File: config.mk
export PLATFORM = sky130hd
export DESIGN_NAME = dac_quad_regif
export DESIGN_NICKNAME = d
export VERILOG_FILES = /design/src/rtl/dacq_pkg.sv /design/src/rtl/dacq_decode.sv /design/src/rtl/dacq_chan.sv /design/src/rtl/dacq_range.sv /design/src/rtl/dac_quad_regif.sv
export SDC_FILE = /design/constraint.sdc
export NUM_CORES = 1
export LEC_CHECK = 0
export ABC_CLOCK_PERIOD_IN_PS = 3400
export BUFFER_PORTS_ARGS = -buffer_cell sky130_fd_sc_hd__buf_2
export CELL_PAD_IN_SITES_DETAIL_PLACEMENT = 0
export CELL_PAD_IN_SITES_GLOBAL_PLACEMENT = 2
export CORE_ASPECT_RATIO = 0.5
export CORE_MARGIN = 1
export CORE_UTILIZATION = 35
export CTS_BUF_LIST = sky130_fd_sc_hd__clkbuf_8
export CTS_CLUSTER_DIAMETER = 30
export DETAILED_ROUTE_END_ITERATION = 8
export GPL_ROUTABILITY_DRIVEN = 0
export GPL_TIMING_DRIVEN = 0
export PLACE_DENSITY_LB_ADDON = 0.1
export SYNTH_ARGS = -nofsm -noshare
export SYNTH_HDL_FRONTEND = slang
export SYNTH_SLANG_ARGS = --single-unit
export TNS_END_PERCENT = 100
File: constraint.sdc
create_clock -name clk -period 3.4 [get_ports clk]
set_clock_uncertainty 0.1 [all_clocks]
set_input_delay 0.85 -clock clk [delete_from_list [all_inputs] [get_ports clk]]
set_output_delay 0.85 -clock clk [all_outputs]
set_load 0.02 [all_outputs]
File: src/rtl/dacq_pkg.sv
// Package: shared layout constants for the four-channel DAC register interface.
// Assumes a byte-addressed bus with 16-bit data words.
package dacq_pkg;
    localparam int unsigned CODE_W       = 12;
    localparam int unsigned NUM_CH       = 4;
    localparam int unsigned BUS_W        = 16;
    localparam int unsigned ADDR_W       = 8;
    localparam logic [7:0]  OFS_CTRL     = 8'h02;  // write: control, read: data update
    localparam logic [7:0]  OFS_CFG      = 8'h12;  // write: range shadow, read: range update
    localparam logic [7:0]  OFS_DATA0    = 8'h14;  // channel data, step of 2 bytes
    localparam int unsigned CFG_POL_TOP  = 7;      // channel 0 polarity bit
    localparam int unsigned CFG_GAIN_TOP = 11;     // channel 0 gain bit
    localparam int unsigned CTRL_EN_BIT  = 1;
    localparam int unsigned CTRL_BUF_BIT = 0;

    typedef struct packed {
        logic enable;
        logic buffered;
    } ctrl_t;
endpackage

File: src/rtl/dacq_decode.sv
// Module: dacq_decode
// Decodes bus writes into per-register write selects and turns the rising
// edge of the read enable into single-cycle update strobes.
// Assumes bus_rd stays high for at least one clock per access.
module dacq_decode #(
    parameter int unsigned ADDR_W = dacq_pkg::ADDR_W,
    parameter int unsigned NUM_CH = dacq_pkg::NUM_CH
) (
    input  logic              clk,
    input  logic              rst_n,
    input  logic [ADDR_W-1:0] bus_addr,
    input  logic              bus_wr,
    input  logic              bus_rd,
    output logic              wr_ctrl,
    output logic              wr_cfg,
    output logic [NUM_CH-1:0] wr_data,
    output logic              upd_data,
    output logic              upd_cfg
);
    localparam logic [ADDR_W-1:0] A_CTRL = ADDR_W'(dacq_pkg::OFS_CTRL);
    localparam logic [ADDR_W-1:0] A_CFG  = ADDR_W'(dacq_pkg::OFS_CFG);

    logic rd_q;
    logic rd_rise;

    // Remember the read enable of the previous cycle for edge detection.
    always_ff @(posedge clk) begin
        if (!rst_n) rd_q <= 1'b0;
        else        rd_q <= bus_rd;
    end

    assign rd_rise  = bus_rd && !rd_q;
    assign upd_data = rd_rise && (bus_addr == A_CTRL);
    assign upd_cfg  = rd_rise && (bus_addr == A_CFG);
    assign wr_ctrl  = bus_wr && (bus_addr == A_CTRL);
    assign wr_cfg   = bus_wr && (bus_addr == A_CFG);

    genvar gi;
    generate
        for (gi = 0; gi < NUM_CH; gi++) begin : g_sel
            localparam logic [ADDR_W-1:0] A_DATA = ADDR_W'(dacq_pkg::OFS_DATA0 + 2 * gi);
            // Per-channel data write select.
            assign wr_data[gi] = bus_wr && (bus_addr == A_DATA);
        end
    endgenerate

    // a strobe never lasts two cycles, however long the read is held.
    a_r6_single_pulse: assert property (@(posedge clk) disable iff (!rst_n)
        (upd_data || upd_cfg) |=> !(upd_data || upd_cfg));
    // no strobe while the read enable was already high in the previous cycle.
    a_r6_held_read: assert property (@(posedge clk) disable iff (!rst_n)
        (bus_rd && $past(bus_rd) && $past(rst_n)) |-> !(upd_data || upd_cfg));
endmodule

File: src/rtl/dacq_chan.sv
// Module: dacq_chan
// One output channel: preload register plus active register. A commit copies
// preload to active; in unbuffered mode a write loads both at once.
// Assumes the caller clips write data to CODE_W bits.
module dacq_chan #(
    parameter int unsigned CODE_W = dacq_pkg::CODE_W
) (
    input  logic              clk,
    input  logic              rst_n,
    input  logic              wr,
    input  logic [CODE_W-1:0] wdata,
    input  logic              buffered,
    input  logic              commit,
    output logic [CODE_W-1:0] active_q
);
    logic [CODE_W-1:0] preload_q;
    logic              direct;

    assign direct = wr && !buffered;

    // Preload and active registers; a direct write takes priority over a commit.
    always_ff @(posedge clk) begin
        if (!rst_n) begin
            preload_q <= '0;
            active_q  <= '0;
        end else begin
            if (commit) active_q <= preload_q;
            if (wr) begin
                preload_q <= wdata;
                if (!buffered) active_q <= wdata;
            end
        end
    end

    // with no commit and no direct write the active code holds.
    a_r2_hold: assert property (@(posedge clk) disable iff (!rst_n)
        (!commit && !direct) |=> $stable(active_q));
    // a commit delivers the preload value seen in the commit cycle.
    a_r2_commit: assert property (@(posedge clk) disable iff (!rst_n)
        (commit && !direct) |=> (active_q == $past(preload_q)));
    // an unbuffered write reaches the active code at once.
    a_r3_direct: assert property (@(posedge clk) disable iff (!rst_n)
        direct |=> (active_q == $past(wdata)));
endmodule

File: src/rtl/dacq_range.sv
// Module: dacq_range
// Per-channel polarity and gain: shadow taken from the configuration word,
// active copy updated by a commit strobe or directly in unbuffered mode.
// Assumes channel i uses the channel-0 bit positions shifted right by i.
module dacq_range #(
    parameter int unsigned NUM_CH = dacq_pkg::NUM_CH,
    parameter int unsigned BUS_W  = dacq_pkg::BUS_W
) (
    input  logic              clk,
    input  logic              rst_n,
    input  logic              wr,
    input  logic [BUS_W-1:0]  wdata,
    input  logic              buffered,
    input  logic              commit,
    output logic [NUM_CH-1:0] pol_q,
    output logic [NUM_CH-1:0] gain_q
);
    logic [NUM_CH-1:0] pol_in, gain_in;
    logic [NUM_CH-1:0] pol_sh, gain_sh;
    logic              direct;

    genvar gi;
    generate
        for (gi = 0; gi < NUM_CH; gi++) begin : g_field
            // Pick this channel's bits out of the configuration word.
            assign pol_in[gi]  = wdata[dacq_pkg::CFG_POL_TOP - gi];
            assign gain_in[gi] = wdata[dacq_pkg::CFG_GAIN_TOP - gi];
        end
    endgenerate

    assign direct = wr && !buffered;

    // Shadow and active range bits; a direct write takes priority over a commit.
    always_ff @(posedge clk) begin
        if (!rst_n) begin
            pol_sh  <= '0;
            gain_sh <= '0;
            pol_q   <= '0;
            gain_q  <= '0;
        end else begin
            if (commit) begin
                pol_q  <= pol_sh;
                gain_q <= gain_sh;
            end
            if (wr) begin
                pol_sh  <= pol_in;
                gain_sh <= gain_in;
                if (!buffered) begin
                    pol_q  <= pol_in;
                    gain_q <= gain_in;
                end
            end
        end
    end

    // the active range changes only on a commit or a direct write.
    a_r5_hold: assert property (@(posedge clk) disable iff (!rst_n)
        (!commit && !direct) |=> ($stable(pol_q) && $stable(gain_q)));
    // a commit delivers the shadow seen in the commit cycle.
    a_r5_commit: assert property (@(posedge clk) disable iff (!rst_n)
        (commit && !direct) |=> (pol_q == $past(pol_sh) && gain_q == $past(gain_sh)));
endmodule

File: src/rtl/dac_quad_regif.sv
// Module: dac_quad_regif (top)
// Register interface of a four-channel DAC: control word, channel data with
// preload/active staging, and range configuration with shadow/active staging.
// Assumes a single-cycle write bus and an edge-sensed read strobe.
module dac_quad_regif #(
    parameter int unsigned CODE_W = dacq_pkg::CODE_W,
    parameter int unsigned NUM_CH = dacq_pkg::NUM_CH,
    parameter int unsigned BUS_W  = dacq_pkg::BUS_W,
    parameter int unsigned ADDR_W = dacq_pkg::ADDR_W
) (
    input  logic                     clk,
    input  logic                     rst_n,
    input  logic [ADDR_W-1:0]        bus_addr,
    input  logic                     bus_wr,
    input  logic [BUS_W-1:0]         bus_wdata,
    input  logic                     bus_rd,
    output logic [NUM_CH*CODE_W-1:0] dac_code,
    output logic [NUM_CH-1:0]        dac_bipolar,
    output logic [NUM_CH-1:0]        dac_gain_hi,
    output logic                     dac_enable,
    output logic                     dac_buffered
);
    localparam logic [CODE_W-1:0] MID_CODE = CODE_W'(1) << (CODE_W - 1);

    dacq_pkg::ctrl_t   ctrl_q;
    logic              wr_ctrl, wr_cfg, upd_data, upd_cfg;
    logic [NUM_CH-1:0] wr_data;

    dacq_decode #(.ADDR_W(ADDR_W), .NUM_CH(NUM_CH)) u_decode (
        .clk      (clk),
        .rst_n    (rst_n),
        .bus_addr (bus_addr),
        .bus_wr   (bus_wr),
        .bus_rd   (bus_rd),
        .wr_ctrl  (wr_ctrl),
        .wr_cfg   (wr_cfg),
        .wr_data  (wr_data),
        .upd_data (upd_data),
        .upd_cfg  (upd_cfg)
    );

    // Control word: enable and buffered-mode bits; other bits are dropped.
    always_ff @(posedge clk) begin
        if (!rst_n) begin
            ctrl_q <= '0;
        end else if (wr_ctrl) begin
            ctrl_q.enable   <= bus_wdata[dacq_pkg::CTRL_EN_BIT];
            ctrl_q.buffered <= bus_wdata[dacq_pkg::CTRL_BUF_BIT];
        end
    end

    assign dac_enable   = ctrl_q.enable;
    assign dac_buffered = ctrl_q.buffered;

    genvar gi;
    generate
        for (gi = 0; gi < NUM_CH; gi++) begin : g_ch
            logic [CODE_W-1:0] act;
            dacq_chan #(.CODE_W(CODE_W)) u_chan (
                .clk      (clk),
                .rst_n    (rst_n),
                .wr       (wr_data[gi]),
                .wdata    (bus_wdata[CODE_W-1:0]),
                .buffered (ctrl_q.buffered),
                .commit   (upd_data),
                .active_q (act)
            );
            // Mid-scale while disabled, active code otherwise.
            assign dac_code[gi*CODE_W +: CODE_W] = ctrl_q.enable ? act : MID_CODE;
        end
    endgenerate

    dacq_range #(.NUM_CH(NUM_CH), .BUS_W(BUS_W)) u_range (
        .clk      (clk),
        .rst_n    (rst_n),
        .wr       (wr_cfg),
        .wdata    (bus_wdata),
        .buffered (ctrl_q.buffered),
        .commit   (upd_cfg),
        .pol_q    (dac_bipolar),
        .gain_q   (dac_gain_hi)
    );

    // a zero control write leaves the block disabled and unbuffered.
    a_r7_ctrl_zero: assert property (@(posedge clk) disable iff (!rst_n)
        (wr_ctrl && bus_wdata[1:0] == 2'b00) |=> (!dac_enable && !dac_buffered));
    // the control bits move only on a control write.
    a_r8_ctrl_hold: assert property (@(posedge clk) disable iff (!rst_n)
        !wr_ctrl |=> ($stable(dac_enable) && $stable(dac_buffered)));
endmodule

==> results of run 1 <==
## worst paths after layout
kind | slack, ns | depth (start not counted) | end | start
worst max-delay path | 0.49 | 4 | dac_code[40] | dac_enable
worst min-delay path | 0.36 | 2 | g_ch[3].u_chan.active_q[11] | g_ch[3].u_chan.active_q[11]
worst max register to register | 1.25 | 6 | g_ch[1].u_chan.active_q[6] | u_decode.rd_q
worst min register to register | 0.36 | 2 | g_ch[3].u_chan.active_q[11] | g_ch[3].u_chan.active_q[11]
## worst max-delay path, delay by kind of cell (launching register included)
family	cells	cell delay (ns)
flops	1	0.39
buf+inv	3	0.95
simple gates	1	0.19
## synth_stat cells (all sizes together), types with 4 or more instances
master,number
clkbuf,46
nand2b,4
nor2b,60
nor2,10
a31oi,48
dfxtp,115
and2,45
mux2i,58
nand3,7
a311oi,8
o31a,8
o21ai,56
nand2,96
buf,10
## logic make-up (layout without fill, tap and decap cells)
logic type / Yosys count / in the layout / share of synthesized area
simple gates: 239 / 239 / 0.250
flops: 115 / 115 / 0.447
buf+inv: 56 / 158 / 0.0484
compound gates: 120 / 120 / 0.142
mux: 58 / 58 / 0.113
## layer usage
layer  global-route usage  vias up  wire length, µm
li1                     -     2197                -
met1                0.304     2139             8310
met2                0.330       99             6460
met3               0.0495       12              721
met4               0.0676        0              147
met5                    0        -                0
## final cells by class
class / count / area, µm²
clock inverters: 13 / 208
fillers: 1485 / 7760
well taps: 192 / 240
repair buffers: 70 / 350
multi-input cells: 417 / 2600
clock buffers: 19 / 262
plain buffers: 56 / 249
flip-flops and latches: 115 / 2300
## per-stage QoR
step	hold slack, ns	utilization	cell area [µm²]	instances	setup slack, ns
after floorplan	0.334	-	5150	588	0.746
after global placement	0.345	0.411	5740	850	0.216
after detailed placement	0.354	0.411	5740	850	0.182
after CTS	0.362	0.445	6210	882	0.437
after global routing	0.387	0.445	6210	882	0.323
final	0.360	0.445	6210	882	0.490
## where the power goes
part,internal [W],leakage [nW],switching [W]
sequential,0.00135,0.926,0.00000147
combinational,0.0000385,1.27,0.0000862
clock,0.000911,0.229,0.000600
## state kept, by name, summed over array words and instances, names as in the netlist
signal	count
g_ch.u_chan.preload_q	48
u_range.pol_sh	4
u_range.gain_q	4
u_range.gain_sh	4
u_decode.rd_q	1
dac_enable	1
g_ch.u_chan.active_q	48
u_range.pol_q	4
dac_buffered	1
==> flow_summary.json, run 1 <==
{
  "ys_seq_area_frac": 0.447,
  "synthCells": 588,
  "critPathMaxFanout": 10,
  "placementRows": 30,
  "hold_path.class": "register to register",
  "worstPathCellList": "clkbuf_1, clkbuf_1, and2_1, buf_2",
  "synthToLayoutAreaGrowth_pct": 20.6,
  "firstDrtPassIters": 4,
  "cts.sinks": 115,
  "grt-ovfl-total": 0,
  "antenna_cells": 0,
  "yosys_most_used_dff": "dfxtp_1",
  "synth_seq_cells": 115,
  "grt_pass1_wl_um": 24400,
  "power_density_nw_per_um2": 481,
  "cts_tree": "yes",
  "syn_area_um2": 5150,
  "final_layout_size_suffix_gt1_frac": 0.177,
  "clk_latency_ns": 0.43,
  "layout.nets": 705,
  "async_reset_ff_frac": 0,
  "wl_um": 15600,
  "antenna_found_initial": 0,
  "post-cts-setup-buffers": 0,
  "path_common_cell": "clkbuf_1",
  "p_leak_nw": 2.43,
  "cts.repair.resized": 0,
  "crit_path_top_delay_cell": "clkbuf_1",
  "dieArea_um2": 15200,
  "power_w": 0.00299,
  "synth.avg_cell_area_um2": 8.75,
  "worst_setup_path_start_kind": "register",
  "start_util": 0.369,
  "outcome": "complete, no violations",
  "antenna_left": 0,
  "setup_tns_ns": 0,
  "cts-root-buf": "clkbuf_8",
  "final_cell_mix": "115 x dfxtp_1, 96 x nand2_1, 73 x buf_2",
  "ios": 86,
  "grt_pass1_vias": 4230,
  "yosysTopAreaCellShare": 0.447,
  "slowest_delay_ns": 0.45,
  "slew_violations": 0,
  "ctsHoldBuffers": 0,
  "peakVddDrop_mv": 0.222,
  "synth-edff-count": 0,
  "crit_required_ns": 2.45,
  "synth_cell_types": 32,
  "mostFrequentLayoutCell": "dfxtp_1",
  "finalHoldViolCount": 0,
  "die_y_um": 87.8,
  "max_freq_ghz": 0.344,
  "place.detailed.hpwl_um": 10900,
  "drv_cap": 0,
  "path_clk_slew_ns": 0.07,
  "end_kind": "output port",
  "numCtsBuffers": 17,
  "track_usage": 0.216,
  "cts.path.max_buffers": 2,
  "yosys_warnings": 0,
  "worstPathArrival_ns": 1.96,
  "core-area_um2": 14000,
  "port_buffers": 70,
  "yosysTopAreaCell": "dfxtp_1",
  "drt_iter0_drc": 237,
  "slew_headroom": 0.466,
  "vias": 4447,
  "grt_max_degree": 17,
  "post_drt_wl_per_cell_um": 17.7,
  "rsz0062_at_grt": "no",
  "setup_viol": 0,
  "post-route-period-util": 0.856,
  "period_minus_slack_ns": 2.91,
  "vias_per_cell": 5.04,
  "synth.area.top_cells": "dfxtp_1 45%, mux2i_1 11%, nor2b_1 7.3%",
  "fp.dieW_um": 174,
  "syn_nets": 616,
  "route.detailed.drc": 0,
  "htreeDepth": 4,
  "crit_type": "register to output port",
  "tightest_slew_ns": 0.800
}
(Power assumes the default switching activity.)
==> run 2, diff against run 1 <==
--- a/config.mk
+++ b/config.mk
@@ -10,7 +10,7 @@
 export CELL_PAD_IN_SITES_DETAIL_PLACEMENT = 0
 export CELL_PAD_IN_SITES_GLOBAL_PLACEMENT = 2
 export CORE_ASPECT_RATIO = 0.5
-export CORE_MARGIN = 1
+export CORE_MARGIN = 8
 export CORE_UTILIZATION = 35
 export CTS_BUF_LIST = sky130_fd_sc_hd__clkbuf_8
 export CTS_CLUSTER_DIAMETER = 30
==> run 2 against run 1 <==
Compared with the run above:
- count of clock-buffer cells in the layout did not move
- cell count up 0.57%
- critical endpoint unchanged
- hold slack improved by 0.00086 ns
- register-to-register slack is essentially flat
- total power is 1.4% lower
- global-route usage shrank 3.9 points
- sequential share of layout area rose by 0.067 points
- wire length is 5.8% higher
- sequential power barely moved
- die area is 25% higher
- core utilization decreased by 1.5 points
- setup slack improved by 0.052 ns
==> flow_summary.json, run 2 (same netlist as run 1, synthesis figures left out) <==
{
  "slew_violations": 0,
  "finalHoldViolCount": 0,
  "crit_type": "register to output port",
  "vias_per_cell": 4.99,
  "crit_path_top_delay_cell": "clkbuf_1",
  "critPathMaxFanout": 10,
  "grt_max_degree": 17,
  "critPathTopFamily": "buffers and inverters",
  "post-route-period-util": 0.841,
  "placed_cell_area_um2": 5750,
  "power_density_nw_per_um2": 475,
  "route.detailed.drc": 0,
  "drv_cap": 0,
  "tightest_slew_ns": 0.813,
  "fp.dieW_um": 188,
  "r2r-start": "u_decode.rd_q",
  "min_from": "g_ch[0].u_chan.active_q[8]",
  "hold_end": "g_ch[0].u_chan.active_q[8]",
  "worstPathArrival_ns": 1.91,
  "place.detailed.hpwl_um": 11600,
  "wl_um": 16500,
  "mostFrequentLayoutCell": "dfxtp_1",
  "htreeDepth": 4,
  "ios": 86,
  "stdcell_area_um2": 6200,
  "cts.sinks": 115,
  "port_buffers": 70,
  "reg2reg_depth": 6,
  "crit_required_ns": 2.45,
  "track_usage": 0.177,
  "reg2reg_to": "g_ch[0].u_chan.active_q[2]",
  "worst_setup_path_start_kind": "register",
  "antenna_left": 0,
  "p_leak_nw": 2.43,
  "cts.repair.resized": 0,
  "post-cts-setup-buffers": 0,
  "grt_pass1_vias": 4442,
  "ctsHoldBuffers": 0,
  "numCtsBuffers": 17,
  "firstDrtPassIters": 5,
  "clk_latency_ns": 0.43,
  "num-fill-cells": 1556,
  "setup_viol": 0,
  "rrSetupSlack_ns": 1.25,
  "core-area_um2": 14400,
  "layout.nets": 705,
  "grt_pass1_wl_um": 25900,
  "hold_path.class": "register to register",
  "drt_iter0_drc": 235,
  "vias": 4424,
  "path_common_cell": "clkbuf_1",
  "period_minus_slack_ns": 2.86,
  "rsz0062_at_grt": "no",
  "path_clk_slew_ns": 0.07,
  "placementRows": 31,
  "hold_path_depth": 2,
  "final_layout_size_suffix_gt1_frac": 0.173,
  "die_y_um": 102,
  "synthToLayoutAreaGrowth_pct": 20.4,
  "worstPathCellList": "clkbuf_1, clkbuf_1, and2_1, buf_2",
  "cts_tree": "yes",
  "end_kind": "output port",
  "peakVddDrop_mv": 0.208,
  "cts.path.max_buffers": 2,
  "path_buf_inv": 3,
  "slew_headroom": 0.458,
  "dieArea_um2": 19100,
  "slowest_delay_ns": 0.43,
  "reg_top3": "g_ch.u_chan.active_q x48, g_ch.u_chan.preload_q x48",
  "outcome": "complete, no violations",
  "final_cell_mix": "115 x dfxtp_1, 96 x nand2_1, 73 x buf_2",
  "setup_tns_ns": 0,
  "antenna_cells": 0,
  "max_freq_ghz": 0.350,
  "post_drt_wl_per_cell_um": 18.6,
  "grt-ovfl-total": 0,
  "antenna_found_initial": 0,
  "start_util": 0.357,
  "cts-root-buf": "clkbuf_8"
}
## run 2: cell count changes in the layout (fill, tap and decap cells not counted)
cell,change
inv_1,+2
clkinv_4,-3
## run 2: final cells by class
cell class                 instances  area [µm²]  share of cell area
clock inverter                    12         189              0.0305
timing repair buffer              70         350              0.0565
clock buffer                      19         262              0.0422
multi-input combinational        417        2600               0.419
tap                              198         248              0.0400
sequential                       115        2300               0.372
buffer                            56         249              0.0402
## run 2: power breakdown
group	internal [W]	switching, W
clock	0.000899	0.000570
combinational	0.0000385	0.0000864
sequential	0.00135	0.00000146
total	0.00229	0.000658
## run 2: worst max-delay path by stage
stage / slack [ns] / end / startpoint / depth (start not counted)
final: 0.54 / dac_code[40] / dac_enable / 4
after global placement: 0.22 / g_ch[1].u_chan.active_q[3] / bus_addr[3] / 7
after global routing: 0.30 / dac_code[45] / dac_enable / 4
after floorplan: 0.75 / g_ch[0].u_chan.preload_q[10] / bus_addr[5] / 7
after CTS: 0.44 / dac_code[40] / dac_enable / 4
after detailed placement: 0.19 / g_ch[0].u_chan.active_q[2] / bus_addr[3] / 7
## run 2: worst register-to-register path, delay by kind of cell (launching register included)
family | cells | cell delay [ns]
buffers and inverters | 2 | 0.86
and+or+nand+nor | 3 | 0.65
DFF | 1 | 0.31
AOI/OAI and AO/OA | 1 | 0.16
## run 2: routing by layer
metal / vias up / wire length, µm / GRT usage
met3: 21 / 717 / 0.0405
met4: 0 / 214 / 0.0535
met5: - / 0 / 0
met2: 107 / 6930 / 0.270
met1: 2096 / 8680 / 0.247
li1: 2200 / - / -
## run 2: through the flow
stage | setup slack [ns] | util | std cells | total power [W] | hold slack [ns]
3_3_place_gp | 0.221 | 0.398 | 856 | 0.00151 | 0.354
3_5_place_dp | 0.190 | 0.398 | 856 | 0.00151 | 0.354
2_1_floorplan | 0.746 | - | 588 | 0.00145 | 0.334
4_1_cts | 0.444 | 0.429 | 887 | 0.00297 | 0.364
5_1_grt | 0.295 | 0.429 | 887 | 0.00305 | 0.389
6_report | 0.542 | 0.429 | 887 | 0.00294 | 0.361
